--- src/rtl/dma_pkg.sv ---
package dma_pkg;

    typedef enum logic [2:0] {
        ST_IDLE    = 3'd0,
        ST_REQUEST = 3'd1,
        ST_DRIVE   = 3'd2,
        ST_STEP    = 3'd3,
        ST_INTR    = 3'd4
    } dma_state_e;

    localparam logic [2:0] CMD_MEM_WRITE = 3'b101;
    localparam logic [2:0] CMD_NONE      = 3'b000;

    localparam int unsigned PORT_CODE_ADDR  = 1;
    localparam int unsigned PORT_CODE_COUNT = 2;
    localparam int unsigned PORT_CODE_GO    = 4;

    localparam logic [31:0] ROM_SEED = 32'h0000_C0DE;
    localparam logic [31:0] ROM_MULT = 32'h0000_0111;

endpackage

--- src/rtl/dma_port_decode.sv ---
module dma_port_decode #(
    parameter int PORT_W = 4
) (
    input  logic              io_wr,
    input  logic [PORT_W-1:0] port,
    input  logic              idle,
    output logic              ld_addr,
    output logic              ld_count,
    output logic              go
);
    import dma_pkg::*;

    localparam logic [PORT_W-1:0] P_ADDR  = PORT_W'(PORT_CODE_ADDR);
    localparam logic [PORT_W-1:0] P_COUNT = PORT_W'(PORT_CODE_COUNT);
    localparam logic [PORT_W-1:0] P_GO    = PORT_W'(PORT_CODE_GO);

    logic accept;

    always_comb begin
        accept   = io_wr && idle;
        ld_addr  = accept && (port == P_ADDR);
        ld_count = accept && (port == P_COUNT);
        go       = accept && (port == P_GO);
    end

endmodule

--- src/rtl/dma_step_counter.sv ---
module dma_step_counter #(
    parameter int W          = 4,
    parameter bit COUNT_DOWN = 1'b0
) (
    input  logic         clk,
    input  logic         rst_n,
    input  logic         clr,
    input  logic         load,
    input  logic [W-1:0] load_val,
    input  logic         step,
    output logic [W-1:0] q
);
    logic [W-1:0] q_next;

    generate
        if (COUNT_DOWN) begin : g_down
            assign q_next = q - W'(1);
        end else begin : g_up
            assign q_next = q + W'(1);
        end
    endgenerate

    always_ff @(posedge clk) begin
        if (!rst_n) begin
            q <= '0;
        end else if (clr) begin
            q <= '0;
        end else if (load) begin
            q <= load_val;
        end else if (step) begin
            q <= q_next;
        end
    end

endmodule

--- src/rtl/dma_buf_rom.sv ---
module dma_buf_rom #(
    parameter int DEPTH  = 16,
    parameter int DATA_W = 16
) (
    input  logic [$clog2(DEPTH)-1:0] idx,
    output logic [DATA_W-1:0]        word
);
    import dma_pkg::*;

    logic [DATA_W-1:0] table_q [DEPTH];

    generate
        for (genvar i = 0; i < DEPTH; i++) begin : g_entry
            assign table_q[i] = DATA_W'(ROM_SEED ^ (32'(i) * ROM_MULT));
        end
    endgenerate

    assign word = table_q[idx];

endmodule

--- src/rtl/dma_ctrl_fsm.sv ---
module dma_ctrl_fsm (
    input  logic clk,
    input  logic rst_n,
    input  logic go,
    input  logic bus_gnt,
    input  logic bus_ack,
    input  logic irq_ack,
    input  logic count_zero,
    output logic idle,
    output logic buf_clr,
    output logic step,
    output logic bus_req,
    output logic bus_en,
    output logic irq
);
    import dma_pkg::*;

    dma_state_e state_q, state_d;

    always_ff @(posedge clk) begin
        if (!rst_n) begin
            state_q <= ST_IDLE;
        end else begin
            state_q <= state_d;
        end
    end

    always_comb begin
        state_d = state_q;
        unique case (state_q)
            ST_IDLE:    if (go)      state_d = ST_REQUEST;
            ST_REQUEST: if (bus_gnt) state_d = ST_DRIVE;
            ST_DRIVE:   if (bus_ack) state_d = count_zero ? ST_INTR : ST_STEP;
            ST_STEP:                 state_d = ST_REQUEST;
            ST_INTR:    if (irq_ack) state_d = ST_IDLE;
            default:                 state_d = ST_IDLE;
        endcase
    end

    always_comb begin
        idle    = 1'b0;
        buf_clr = 1'b0;
        step    = 1'b0;
        bus_req = 1'b0;
        bus_en  = 1'b0;
        irq     = 1'b0;
        unique case (state_q)
            ST_IDLE: begin
                idle    = 1'b1;
                buf_clr = go;
            end
            ST_REQUEST: begin
                bus_req = 1'b1;
            end
            ST_DRIVE: begin
                bus_req = 1'b1;
                bus_en  = 1'b1;
            end
            ST_STEP: begin
                step = 1'b1;
            end
            ST_INTR: begin
                irq = 1'b1;
            end
            default: begin
                idle = 1'b0;
            end
        endcase
    end

endmodule

--- src/rtl/dma_disk_xfer.sv ---
module dma_disk_xfer #(
    parameter int ADDR_W    = 16,
    parameter int DATA_W    = 16,
    parameter int BUF_DEPTH = 16,
    parameter int PORT_W    = 4,
    parameter int CMD_W     = 3
) (
    input  logic              clk,
    input  logic              rst_n,
    input  logic              cpu_io_wr,
    input  logic [PORT_W-1:0] cpu_port,
    input  logic [DATA_W-1:0] cpu_data,
    output logic              bus_req,
    input  logic              bus_gnt,
    output logic              bus_en,
    input  logic              bus_ack,
    output logic [CMD_W-1:0]  bus_cmd,
    output logic [ADDR_W-1:0] bus_addr,
    output logic [DATA_W-1:0] bus_data,
    output logic              irq,
    input  logic              irq_ack
);
    import dma_pkg::*;

    localparam int BUF_AW = $clog2(BUF_DEPTH);
    localparam int CNT_W  = BUF_AW;

    logic              idle, buf_clr, step;
    logic              ld_addr, ld_count, go;
    logic [BUF_AW-1:0] buf_idx;
    logic [CNT_W-1:0]  words_left;
    logic [ADDR_W-1:0] mem_addr;
    logic [ADDR_W-1:0] addr_load_val;
    logic [DATA_W-1:0] rom_word;
    logic              count_zero;

    generate
        if (ADDR_W <= DATA_W) begin : g_addr_narrow
            assign addr_load_val = cpu_data[ADDR_W-1:0];
        end else begin : g_addr_wide
            assign addr_load_val = {{(ADDR_W-DATA_W){1'b0}}, cpu_data};
        end
    endgenerate

    assign count_zero = (words_left == '0);

    dma_port_decode #(.PORT_W(PORT_W)) u_decode (
        .io_wr    (cpu_io_wr),
        .port     (cpu_port),
        .idle     (idle),
        .ld_addr  (ld_addr),
        .ld_count (ld_count),
        .go       (go)
    );

    dma_step_counter #(.W(BUF_AW), .COUNT_DOWN(1'b0)) u_buf_idx (
        .clk      (clk),
        .rst_n    (rst_n),
        .clr      (buf_clr),
        .load     (1'b0),
        .load_val ({BUF_AW{1'b0}}),
        .step     (step),
        .q        (buf_idx)
    );

    dma_step_counter #(.W(CNT_W), .COUNT_DOWN(1'b1)) u_words_left (
        .clk      (clk),
        .rst_n    (rst_n),
        .clr      (1'b0),
        .load     (ld_count),
        .load_val (cpu_data[CNT_W-1:0]),
        .step     (step),
        .q        (words_left)
    );

    dma_step_counter #(.W(ADDR_W), .COUNT_DOWN(1'b0)) u_mem_addr (
        .clk      (clk),
        .rst_n    (rst_n),
        .clr      (1'b0),
        .load     (ld_addr),
        .load_val (addr_load_val),
        .step     (step),
        .q        (mem_addr)
    );

    dma_buf_rom #(.DEPTH(BUF_DEPTH), .DATA_W(DATA_W)) u_rom (
        .idx  (buf_idx),
        .word (rom_word)
    );

    dma_ctrl_fsm u_fsm (
        .clk        (clk),
        .rst_n      (rst_n),
        .go         (go),
        .bus_gnt    (bus_gnt),
        .bus_ack    (bus_ack),
        .irq_ack    (irq_ack),
        .count_zero (count_zero),
        .idle       (idle),
        .buf_clr    (buf_clr),
        .step       (step),
        .bus_req    (bus_req),
        .bus_en     (bus_en),
        .irq        (irq)
    );

    always_comb begin
        bus_cmd  = bus_en ? CMD_W'(CMD_MEM_WRITE) : CMD_W'(CMD_NONE);
        bus_addr = bus_en ? mem_addr : '0;
        bus_data = bus_en ? rom_word : '0;
    end

endmodule

--- config.mk ---
export PLATFORM = sky130hd
export DESIGN_NAME = dma_disk_xfer
export DESIGN_NICKNAME = d
export VERILOG_FILES = /design/src/rtl/dma_pkg.sv /design/src/rtl/dma_port_decode.sv /design/src/rtl/dma_step_counter.sv /design/src/rtl/dma_buf_rom.sv /design/src/rtl/dma_ctrl_fsm.sv /design/src/rtl/dma_disk_xfer.sv
export SDC_FILE = /design/constraint.sdc
export NUM_CORES = 1
export LEC_CHECK = 0
export BUFFER_PORTS_ARGS = -buffer_cell sky130_fd_sc_hd__clkbuf_2
export CAP_MARGIN = 15
export CORE_AREA = 8 8 71 73
export DETAILED_ROUTE_END_ITERATION = 7
export DIE_AREA = 0 0 79 81
export PLACE_DENSITY = 0.81
export SYNTH_ARGS = -nofsm -noshare
export SYNTH_HDL_FRONTEND = slang
export SYNTH_HIERARCHICAL = 1
export SYNTH_SLANG_ARGS = --single-unit
--- constraint.sdc ---
create_clock -name clk -period 3.9 [get_ports clk]
set_input_delay 0.585 -clock clk [delete_from_list [all_inputs] [get_ports clk]]
set_output_delay 0.585 -clock clk [all_outputs]
set_load 0.02 [all_outputs]
==> flow_metrics.tcl <==
set metrics [dict create \
    status "completed" \
    relSlewSlack 0.464 \
    end_kind "register" \
    worst-path-max-fanout 27 \
    drc 0 \
    dr.pass1.iters 4 \
    synthSimpleGateAreaFrac 0.360 \
    clk_pin_slew_worst_paths_ns 0.09 \
    dieArea_um2 6400 \
    start_util 0.508 \
    path_class "reg -> reg" \
    ant_nets 0 \
    htreeDepth 1 \
    synth_edf_count 0 \
    fin_crit_sh 0.621 \
    synth_area_leader_cell "dfxtp_1" \
    grt_overflow 0 \
    ys_async_sr_fraction 0 \
    synth_most_common_cell "and2_2" \
    routed_wl_um 4100 \
    synthTopCellsByCount "and2_2, dfxtp_1, a21oi_1" \
    final_cells 343 \
    r2r_slack_ns 1.48 \
    synth_top_family_by_area "simple AND/OR/NAND/NOR gates" \
    ys.flop_type "dfxtp_1" \
    synth_area_leaders "dfxtp_1, and2_2, xnor2_1, buf_4, a21oi_1" \
    cp.arrival_ns 2.57 \
    worstSkewPairLatency_ns 0.27 \
    synth_compound_area_frac 0.121 \
    setup-violations-final 0 \
    fmax_mhz 413 \
    hold_path_class "in -> reg" \
    drv_cap 0 \
    dpl_worst_slack_ns 1.49 \
    critPathMaxStageDelay_ns 0.68 \
    grt_start_max_net_pins 35 \
    ys_seq_area_frac 0.272 \
    hpwl_um 3250 \
    setup-tns-final_ns 0 \
    ys_warn_count 6 \
    dpl_cell_area_um2 2260 \
    crit_chain "nor3_1 > nand3b_4 > nor4b_1 > inv_2 > o21ai_0 > a21oi_1" \
    layout-drive-gt1-share 0.389 \
    grt_setup_unrepaired "no" \
    ys_seq_elements 27 \
    cp_slowest_cell "nor4b_1" \
    clock_sinks 27 \
    vias_per_cell 4.87 \
    cts-resized-gates 0 \
    numPortBuffers 60 \
    diodes 0 \
    rows 23 \
    worst_pin_slew_ns 0.794 \
    fin_ws_ns 1.48 \
    yosysTopAreaCellShare 0.272 \
    final_hold_viol_count 0 \
    first_iter_violations 50 \
    avgSynthCellArea_um2 8.32 \
    power_density_nw_per_um2 214 \
    finalInstanceArea_um2 2300 \
    peakVddDrop_uv 140 \
    syn_inst 239 \
    track_usage 0.125 \
    die_x_um 79 \
    finalCoreUtilization 0.589 \
    required_ns 4.05 \
    synth_xor_area_frac 0.0969 \
    skew_ns 0.00162 \
    synthesis.area_um2 1990 \
    dieHeight_um 81 \
    routedWlPerCell_um 12.0 \
    synth_mux_area_frac 0.0201 \
    antenna_found_initial 0 \
    hold_buffers 0 \
    synthAdderAreaFrac 0.0189 \
    core_um2 3910 \
    cts_tree "yes" \
    io-pin-count 64 \
    place_inst 339 \
    synth.distinct_cells 43 \
    syn_to_final_growth_pct 15.8 \
    slew_viol_final 0 \
    gp_congestion 0.855 \
    clockRootBuffer "clkbuf_8" \
    layout.nets 323 \
    clk_path_buf_depth 2 \
    postCtsSetupRepairBufs 0 \
    grt_pass1_wl_um 6720 \
    timing.critical_path.from_type "register" \
    cts_buffers 3 \
    via_count 1672 \
    grt_pass1_vias 1517 \
    period_minus_slack_ns 2.42 \
    power.leakage_nw 0.986 \
]
flip-flops by register name (all words and copies together) (netlist names):
signal	flops
u_buf_idx/q	4
u_fsm/state_q	3
u_mem_addr/q	16
u_words_left/q	4
report_power, final:
part | internal (mW) | switching, mW | total, mW
clock | 0.0717 | 0.0872 | 0.159
combinational | 0.0230 | 0.0260 | 0.0490
sequential | 0.280 | 0.00609 | 0.286
total | 0.375 | 0.119 | 0.494
worst max-delay path: cells and delay by family (launching register included):
| family | cells | cell delay [ns] |
|---|---|---|
| AO/OA/AOI/OAI | 2 | 0.31 |
| buffers and inverters | 1 | 0.37 |
| flip-flops | 1 | 0.43 |
| AND/OR/NAND/NOR | 3 | 1.19 |
layout make-up:
type                    count  area (um2)
fillers                   358        1610
multi-input cells         188        1300
flip-flops and latches     27         541
repair buffers             61         308
well taps                  50        62.6
inverters                  13        48.8
clock buffers               3        41.3
clock inverters             1        5.00
worst paths after layout:
check | endpoint | depth (start not counted) | startpoint
hold / removal | u_mem_addr/q[3] | 3 | cpu_data[3]
setup / recovery | u_mem_addr/q[11] | 6 | u_fsm/state_q[1]
setup reg to reg | u_mem_addr/q[11] | 6 | u_fsm/state_q[1]
hold reg to reg | u_mem_addr/q[15] | 2 | u_mem_addr/q[15]
per-stage QoR:
| step | hold slack, ns | power (mW) |
|---|---|---|
| final | 0.557 | 0.494 |
| after global routing | 0.566 | 0.519 |
| after CTS | 0.547 | 0.502 |
| after detailed placement | 0.549 | 0.342 |
| after global placement | 0.539 | 0.341 |
| after floorplan | 0.525 | 0.331 |
cell usage in the layout, fill, tap and decap left out, drive strengths merged, types with 3 or more instances in the layout:
cell	n
a21oi	22
and2	34
clkbuf	63
conb	17
dfxtp	27
ha	3
inv	13
mux2i	4
nand2	15
nand2b	3
nand3	4
nand4	7
nor2	7
nor3	7
nor3b	3
nor4	7
nor4b	4
o21ai	16
xnor2	16
xor2	6
metal layers:
layer | part of all wire | vias to the layer above | track usage
met3 | 0.090 | 7 | 0.0430
met2 | 0.46 | 47 | 0.210
met1 | 0.43 | 734 | 0.142
met4 | 0.019 | 0 | 0.0556
met5 | 0 | - | 0
li1 | - | 884 | -
kinds of logic (layout without fill, tap and decap cells):
kind of cell,Yosys count,count (layout)
AO/OA/AOI/OAI,44,44
XOR/XNOR,22,22
adder cells (fa/ha/maj),3,3
buffers and inverters,38,78
flip-flops,27,27
multiplexers,4,4
other,3,17
AND/OR/NAND/NOR,98,98
No activity file was read; power rests on OpenSTA's default activity.
